## config.mk

```make
export PLATFORM = sky130hd
export DESIGN_NAME = spim_top
export DESIGN_NICKNAME = d
export VERILOG_FILES = /design/src/rtl/spim_pkg.sv /design/src/rtl/spim_fifo.sv /design/src/rtl/spim_shift.sv /design/src/rtl/spim_top.sv
export SDC_FILE = /design/constraint.sdc
export NUM_CORES = 1
export LEC_CHECK = 0
export BUFFER_PORTS_ARGS = -buffer_cell sky130_fd_sc_hd__buf_2
export CAP_MARGIN = 10
export CELL_PAD_IN_SITES_DETAIL_PLACEMENT = 1
export CELL_PAD_IN_SITES_GLOBAL_PLACEMENT = 1
export CORE_MARGIN = 3
export CORE_UTILIZATION = 27
export DETAILED_ROUTE_END_ITERATION = 6
export PLACE_DENSITY_LB_ADDON = 0.1
export SYNTH_ARGS = -nofsm -noshare
export SYNTH_HDL_FRONTEND = slang
export SYNTH_HIERARCHICAL = 1
export SYNTH_SLANG_ARGS = --single-unit
```

## constraint.sdc

```tcl
create_clock -name clk -period 3.6 [get_ports clk]
set_clock_uncertainty 0.2 [all_clocks]
set_input_delay 0.54 -clock clk [delete_from_list [all_inputs] [get_ports clk]]
set_output_delay 0.54 -clock clk [all_outputs]
set_load 0.02 [all_outputs]
```

## src/rtl/spim_pkg.sv

```systemverilog
package spim_pkg;
    typedef enum logic [1:0] {
        SH_IDLE  = 2'd0,
        SH_LEAD  = 2'd1,
        SH_TRAIL = 2'd2
    } sh_state_t;

    localparam logic [2:0] A_CTRL = 3'd0;
    localparam logic [2:0] A_STAT = 3'd1;
    localparam logic [2:0] A_DATA = 3'd2;
    localparam logic [2:0] A_DIV  = 3'd3;
    localparam logic [2:0] A_SSEL = 3'd4;

    localparam int C_EN   = 0;
    localparam int C_CPOL = 1;
    localparam int C_CPHA = 2;
    localparam int C_LSB  = 3;
    localparam int C_IE   = 4;

    localparam int S_ERR  = 5;
    localparam int S_IRQ  = 7;
endpackage

```

## src/rtl/spim_fifo.sv

```systemverilog
module spim_fifo #(
    parameter int DEPTH = 4,
    parameter int W     = 8
) (
    input  logic         clk,
    input  logic         rst_n,
    input  logic         push,
    input  logic         pop,
    input  logic [W-1:0] wdata,
    output logic [W-1:0] rdata,
    output logic         empty,
    output logic         full
);
    localparam int PW = (DEPTH > 1) ? $clog2(DEPTH) : 1;
    localparam int CW = $clog2(DEPTH + 1);

    logic [W-1:0]  mem [DEPTH];
    logic [PW-1:0] wp_q, rp_q;
    logic [CW-1:0] cnt_q;

    function automatic logic [PW-1:0] step(input logic [PW-1:0] p);
        return (p == PW'(DEPTH - 1)) ? '0 : p + 1'b1;
    endfunction

    always_ff @(posedge clk or negedge rst_n) begin
        if (!rst_n) begin
            wp_q  <= '0;
            rp_q  <= '0;
            cnt_q <= '0;
        end else begin
            if (push) wp_q <= step(wp_q);
            if (pop)  rp_q <= step(rp_q);
            cnt_q <= cnt_q + CW'(push) - CW'(pop);
        end
    end

    always_ff @(posedge clk) begin
        if (push) mem[wp_q] <= wdata;
    end

    assign rdata = mem[rp_q];
    assign empty = (cnt_q == '0);
    assign full  = (cnt_q == CW'(DEPTH));

    assert_no_overflow_R3: assert property (@(posedge clk) disable iff (!rst_n)
        push |-> !full);
    assert_no_underflow_R4: assert property (@(posedge clk) disable iff (!rst_n)
        pop |-> !empty);
endmodule

```

## src/rtl/spim_shift.sv

```systemverilog
module spim_shift
    import spim_pkg::*;
#(
    parameter int DIVW = 8,
    parameter int BITS = 8
) (
    input  logic            clk,
    input  logic            rst_n,
    input  logic            en,
    input  logic            cpol,
    input  logic            cpha,
    input  logic            lsb_first,
    input  logic [DIVW-1:0] half_div,
    input  logic            tx_empty,
    input  logic            rx_full,
    input  logic [BITS-1:0] tx_byte,
    output logic            tx_pop,
    output logic            rx_push,
    output logic [BITS-1:0] rx_byte,
    output logic            busy,
    output logic            sck_o,
    output logic            mosi_o,
    input  logic            miso_i
);
    localparam int BW = $clog2(BITS);

    sh_state_t       st_q, st_d;
    logic [DIVW-1:0] tick_q;
    logic [BW-1:0]   bit_q;
    logic [BITS-1:0] txsh_q, rxsh_q;
    logic            half_end, can_start, last_bit;

    assign half_end  = (tick_q == half_div);
    assign can_start = en & ~tx_empty & ~rx_full;
    assign last_bit  = (bit_q == BW'(BITS - 1));

    // state register
    always_ff @(posedge clk or negedge rst_n) begin
        if (!rst_n) st_q <= SH_IDLE;
        else        st_q <= st_d;
    end

    // transitions
    always_comb begin
        st_d = st_q;
        unique case (st_q)
            SH_IDLE:  if (can_start) st_d = SH_LEAD;
            SH_LEAD:  if (half_end)  st_d = SH_TRAIL;
            SH_TRAIL: if (half_end)  st_d = last_bit ? SH_IDLE : SH_LEAD;
            default:  st_d = SH_IDLE;
        endcase
    end

    // datapath registers
    always_ff @(posedge clk or negedge rst_n) begin
        if (!rst_n) begin
            tick_q <= '0;
            bit_q  <= '0;
            txsh_q <= '0;
            rxsh_q <= '0;
        end else begin
            if (st_q == SH_IDLE || half_end) tick_q <= '0;
            else                             tick_q <= tick_q + 1'b1;
            if (tx_pop) begin
                txsh_q <= tx_byte;
                bit_q  <= '0;
            end
            if (st_q == SH_LEAD && half_end)
                rxsh_q <= lsb_first ? {miso_i, rxsh_q[BITS-1:1]} : {rxsh_q[BITS-2:0], miso_i};
            if (st_q == SH_TRAIL && half_end) begin
                txsh_q <= lsb_first ? (txsh_q >> 1) : (txsh_q << 1);
                bit_q  <= bit_q + 1'b1;
            end
        end
    end

    // outputs
    always_comb begin
        unique case (st_q)
            SH_LEAD:  sck_o = cpol ^ cpha;
            SH_TRAIL: sck_o = ~(cpol ^ cpha);
            default:  sck_o = cpol;
        endcase
        tx_pop  = (st_q == SH_IDLE) && can_start;
        rx_push = (st_q == SH_TRAIL) && half_end && last_bit;
        busy    = (st_q != SH_IDLE);
        mosi_o  = lsb_first ? txsh_q[0] : txsh_q[BITS-1];
        rx_byte = rxsh_q;
    end

    assert_busy_after_pop_R11: assert property (@(posedge clk) disable iff (!rst_n)
        tx_pop |=> busy);
    assert_halt_on_full_R12: assert property (@(posedge clk) disable iff (!rst_n)
        rx_full |-> !tx_pop);
endmodule

```

## src/rtl/spim_top.sv

```systemverilog
module spim_top
    import spim_pkg::*;
#(
    parameter int FIFO_DEPTH = 4,
    parameter int SS_WIDTH   = 8
) (
    input  logic                clk,
    input  logic                rst_n,
    input  logic                wb_cyc_i,
    input  logic                wb_stb_i,
    input  logic                wb_we_i,
    input  logic [2:0]          wb_adr_i,
    input  logic [7:0]          wb_dat_i,
    output logic [7:0]          wb_dat_o,
    output logic                wb_ack_o,
    output logic                irq_o,
    output logic                sck_o,
    output logic                mosi_o,
    input  logic                miso_i,
    output logic [SS_WIDTH-1:0] ss_n_o
);
    localparam int DIVW = 8;

    logic [7:0] ctrl_q, div_q, ssel_q, rdat_q;
    logic       err_q, irq_q, ack_q;
    logic [1:0] done_cnt_q;
    logic       req, wr_acc, rd_acc;
    logic       tx_push, tx_pop, tx_empty, tx_full;
    logic       rx_push, rx_pop, rx_empty, rx_full;
    logic [7:0] tx_rdata, rx_rdata, rx_wdata, stat;
    logic       busy, bad_wr, bad_rd;

    assign req     = wb_cyc_i & wb_stb_i & ~ack_q;
    assign wr_acc  = req & wb_we_i;
    assign rd_acc  = req & ~wb_we_i;
    assign bad_wr  = wr_acc && wb_adr_i == A_DATA && tx_full;
    assign bad_rd  = rd_acc && wb_adr_i == A_DATA && rx_empty;
    assign tx_push = wr_acc && wb_adr_i == A_DATA && !tx_full;
    assign rx_pop  = rd_acc && wb_adr_i == A_DATA && !rx_empty;
    assign stat    = {irq_q, 1'b0, err_q, busy, tx_full, tx_empty, rx_full, rx_empty};

    spim_fifo #(.DEPTH(FIFO_DEPTH), .W(8)) u_txq (
        .clk(clk), .rst_n(rst_n), .push(tx_push), .pop(tx_pop),
        .wdata(wb_dat_i), .rdata(tx_rdata), .empty(tx_empty), .full(tx_full));

    spim_fifo #(.DEPTH(FIFO_DEPTH), .W(8)) u_rxq (
        .clk(clk), .rst_n(rst_n), .push(rx_push), .pop(rx_pop),
        .wdata(rx_wdata), .rdata(rx_rdata), .empty(rx_empty), .full(rx_full));

    spim_shift #(.DIVW(DIVW), .BITS(8)) u_shift (
        .clk(clk), .rst_n(rst_n), .en(ctrl_q[C_EN]), .cpol(ctrl_q[C_CPOL]),
        .cpha(ctrl_q[C_CPHA]), .lsb_first(ctrl_q[C_LSB]), .half_div(div_q),
        .tx_empty(tx_empty), .rx_full(rx_full), .tx_byte(tx_rdata),
        .tx_pop(tx_pop), .rx_push(rx_push), .rx_byte(rx_wdata), .busy(busy),
        .sck_o(sck_o), .mosi_o(mosi_o), .miso_i(miso_i));

    always_ff @(posedge clk or negedge rst_n) begin
        if (!rst_n) begin
            ctrl_q     <= '0;
            div_q      <= '0;
            ssel_q     <= '0;
            rdat_q     <= '0;
            err_q      <= 1'b0;
            irq_q      <= 1'b0;
            ack_q      <= 1'b0;
            done_cnt_q <= '0;
        end else begin
            ack_q <= req;
            if (wr_acc) begin
                unique case (wb_adr_i)
                    A_CTRL: ctrl_q <= wb_dat_i;
                    A_DIV:  div_q  <= wb_dat_i;
                    A_SSEL: ssel_q <= wb_dat_i;
                    A_STAT: begin
                        if (wb_dat_i[S_ERR]) err_q <= 1'b0;
                        if (wb_dat_i[S_IRQ]) irq_q <= 1'b0;
                    end
                    default: ;
                endcase
            end
            if (bad_wr || bad_rd) err_q <= 1'b1;
            if (wr_acc && wb_adr_i == A_CTRL) begin
                done_cnt_q <= '0;
            end else if (rx_push) begin
                if (done_cnt_q == ctrl_q[6:5]) begin
                    done_cnt_q <= '0;
                    irq_q      <= 1'b1;
                end else begin
                    done_cnt_q <= done_cnt_q + 1'b1;
                end
            end
            if (rd_acc) begin
                unique case (wb_adr_i)
                    A_CTRL:  rdat_q <= ctrl_q;
                    A_STAT:  rdat_q <= stat;
                    A_DATA:  rdat_q <= rx_empty ? 8'h00 : rx_rdata;
                    A_DIV:   rdat_q <= div_q;
                    A_SSEL:  rdat_q <= ssel_q;
                    default: rdat_q <= 8'h00;
                endcase
            end
        end
    end

    assign wb_dat_o = rdat_q;
    assign wb_ack_o = ack_q;
    assign irq_o    = irq_q & ctrl_q[C_IE];
    assign ss_n_o   = ~ssel_q[SS_WIDTH-1:0];

    assert_ack_single_R1: assert property (@(posedge clk) disable iff (!rst_n)
        wb_ack_o |=> !wb_ack_o);
    assert_irq_needs_byte_R10: assert property (@(posedge clk) disable iff (!rst_n)
        (!irq_q && !rx_push) |=> !irq_q);
    assert_err_sticky_R4: assert property (@(posedge clk) disable iff (!rst_n)
        (err_q && !(wr_acc && wb_adr_i == A_STAT && wb_dat_i[S_ERR])) |=> err_q);
endmodule

```

==> metrics.md <==
| Metric | Value |
|---|---|
| Largest net degree at the start of global routing | `46` |
| Warning count from the yosys run | `6` |
| Yosys cell types | `55` |
| Critical path arrival | `2.61 ns` |
| Via count | `3921` |
| Design Area, Final | `a little under 8000 um^2` |
| Drc violations | `0` |
| Initial antenna violation count | `0` |
| Setup ws final | `0.8630 ns` |
| Cell Pwr Density | `689.1 nW/um^2` |
| First-pass GRT wire length | `26880 um` |
| Final total power | `5.466 mW` |
| Num CTS Buffers | `17` |
| Area added between synthesis and finish | `18.31%` |
| I/O Buffers | `36` |
| Diode count | `0` |
| Crit path max-delay family | `simple AND/OR/NAND/NOR gates` |
| H-tree level count | `4` |
| Routability cong. | `0.7412` |
| Vias in the first global route | `4347` |
| I/O pin cnt | `37` |
| Hold WC Path Type | `input port to flop` |
| Die ar. | `~27000 um^2` |
| Post-synth top area cell | `dfrtp_1` |
| EDFF count, synth | `64` |
| Post-DP HPWL | `around 12000 um` |
| Initial Utilization | `0.2749` |
| Crit-path most repeated cell | `buf_4` |
| Synth Instances | `463` |
| Final Hold Viols | `0` |
| CTS Root Cell | `clkbuf_16` |
| Initial DRC count | `156` |
| Max-cap violations | `0` |
| Clk Latency, worst-skew pair | `0.42 ns` |
| CTS sink cnt | `144` |
| Crit path buf inv count | `3` |
| Top post-synthesis cells by count | `80 x dfrtp_1, 64 x edfxtp_1, 40 x mux2_2` |
| Worst-path cell chain | `xor2_1 > nor4_2 > buf_4 > nand3_1 > buf_4 > nor2_1 > buf_4 > and2_1` |
| Final Cycle Share | `0.7603` |
| Die height | `163.6 um` |
| Setup_tns | `0 ns` |
| Final setup vio count | `0` |
| Post-DP Area | `7302 um^2` |
| Crit path launch type | `flop` |
| F_max | `365.4 MHz` |
| Crit Path Category | `flop to flop` |
| DRT Wirelength | `17320 um` |
| Max incr delay on CP | `0.43 ns` |
| Final worst path period need | `roughly 2.7 ns` |
| RSZ-0062 raised after global routing | `no` |
| Share of the synthesized area in the top cell type | `0.2986` |
| Total GRT Usage | `0.1362` |
| Leak pwr | `3.285 nW` |
| Final #Nets | `558` |
| # rows | `57` |
| Avg Inst Size Synth | `14.48 um^2` |
| Least-Margin Pin Slew | `0.7599 ns` |
| Worst slew margin | `0.4906` |
| Post-synthesis sequential area ratio | `0.5852` |
| Die width | `163.6 um` |
| Final ANT Viol Nets | `0` |
| Async set or reset register ratio after synthesis | `0.5556` |
| Clock buffer depth | `2` |
| Via density | `approximately 4.6` |
| Top post-synthesis cells by area | `dfrtp_1 30%, edfxtp_1 29%, mux2_2 6.7%` |
| CP Max Fanout | `16` |
| WP data required | `3.47 ns` |
| Grt ovf | `0` |
| Main flop type after synthesis | `dfrtp_1` |
| Share of cells above drive strength 1 | `0.2825` |
| CTS tree | `done` |
| Clock-pin slew on the worst setup and hold paths | `0.06 ns` |
| Placeable Area | `24390 um^2` |
| Pre-CTS setup slack | `0.8735 ns` |
| Slew Viols, Final | `0` |
| Crit-path slowest cell | `dfrtp_1` |
| Syn Nets | `503` |
| Most frequent cell after synthesis | `dfrtp_1` |
| Hold slack final | `0.2264 ns` |
| Status | `finished clean` |
| DR WL/cell | `~20 um` |
| CP Capture Type | `flop` |
| #FFs+latches synth | `144` |
| Peak VDD IR | `approximately 0.00027 V` |
| Synthesized cell area | `roughly 6700 um^2` |
| DRT Pass-1 Iters | `5` |
## kinds of logic (layout without fill, tap and decap cells)
group,count (synthesis),after routing,synth area share
flops,144,144,0.5852
buf+inv,44,112,0.03060
mux,93,93,0.1814
xor+xnor,20,20,0.02612
simple gates,86,86,0.07483
fa+ha+maj,23,23,0.04516
compound gates,53,53,0.05673
## stage by stage
| step | utilization | instances |
|---|---|---|
| after global placement | 0.2994 | 822 |
| after global routing | 0.3252 | 855 |
| after detailed placement | 0.2994 | 822 |
| after CTS | 0.3252 | 855 |
| final | 0.3252 | 855 |
| after floorplan | - | 463 |
## layout make-up
| class | instances | area (um^2) |
|---|---|---|
| Clock inverter | 14 | 191.4 |
| Sequential cell | 144 | 3924 |
| Inverter | 29 | 108.9 |
| Timing Repair Buffer | 51 | 297.8 |
| Fill cell | 2582 | 16460 |
| Tap cell | 324 | 405.4 |
| Multi-Input combinational cell | 275 | 2576 |
| Clock buffer | 18 | 429.2 |
## worst register-to-register path, cell delays in order (launching register included)
cell and delay [ns]:
dfrtp_1 0.43, xor2_1 0.17, nor4_2 0.32, buf_4 0.21
nand3_1 0.08, buf_4 0.22, nor2_1 0.12, buf_4 0.22
and2_1 0.41
## state kept, by name, indices dropped and copies added, names as in the netlist
signal           cells
u_shift/tick_q       8
u_txq/rp_q           2
ssel_q               8
div_q                8
done_cnt_q           2
u_rxq/rp_q           2
u_txq/wp_q           2
wb_ack_o             1
u_shift/txsh_q       8
u_rxq/mem           32
u_txq/cnt_q          3
u_txq/mem           32
wb_dat_o             8
u_rxq/wp_q           2
ctrl_q               8
u_shift/bit_q        3
irq_q                1
u_shift/rx_byte      8
u_rxq/cnt_q          3
err_q                1
u_shift/st_q         2
## cell usage in the layout, fill, tap and decap left out, types with 4 or more instances in the layout
cell	n
a21oi_1	6
a22oi_1	6
and2_1	11
and3_1	6
buf_2	35
buf_4	15
bufinv_16	4
clkbuf_16	17
dfrtp_1	80
edfxtp_1	64
ha_1	21
inv_1	29
mux2_2	40
mux2_4	7
mux2i_1	30
mux4_2	16
nand2_1	4
nand2b_1	11
nand3_1	12
nor2_1	18
nor3_1	5
o21ai_0	11
o22a_1	6
o32ai_1	6
xnor2_1	7
xor2_1	13
## what timing repair did
action	4_1_cts	5_1_grt
hold buffers	1	0
endpoints found under the hold margin	43	0
gates resized for setup	0	0
setup endpoints to repair	0	0
setup buffers	0	0
## layer usage
metal  up-vias  track usage  part of all wire
met5         -            0                 0
met4         0      0.03691            0.0094
met3        11      0.02993             0.017
met2        31       0.2429              0.53
met1      2052       0.1661              0.44
li1       1827            -                 -
## power breakdown
group / switching, mW / leakage [nW] / internal [mW]
combinational: 0.603 / 1.40 / 0.626
sequential: 0.355 / 1.59 / 2.01
clock: 0.708 / 0.294 / 1.16
## path summary, 6_finish.rpt
check / slack (ns) / endpoint / from / cells after the start
min reg2reg: 0.29 / u_shift/bit_q[0] / u_shift/bit_q[0] / 1
max in group asynchronous: 1.92 / div_q[5] / rst_n / 3
max: 0.86 / u_rxq/mem[2][2] / u_shift/tick_q[1] / 8
max reg2reg: 0.86 / u_rxq/mem[2][2] / u_shift/tick_q[1] / 8
min in group asynchronous: 0.48 / u_txq/wp_q[0] / rst_n / 2
min: 0.23 / u_txq/mem[0][4] / wb_dat_i[4] / 1
Note: power is estimated with default switching activity, not from simulation.
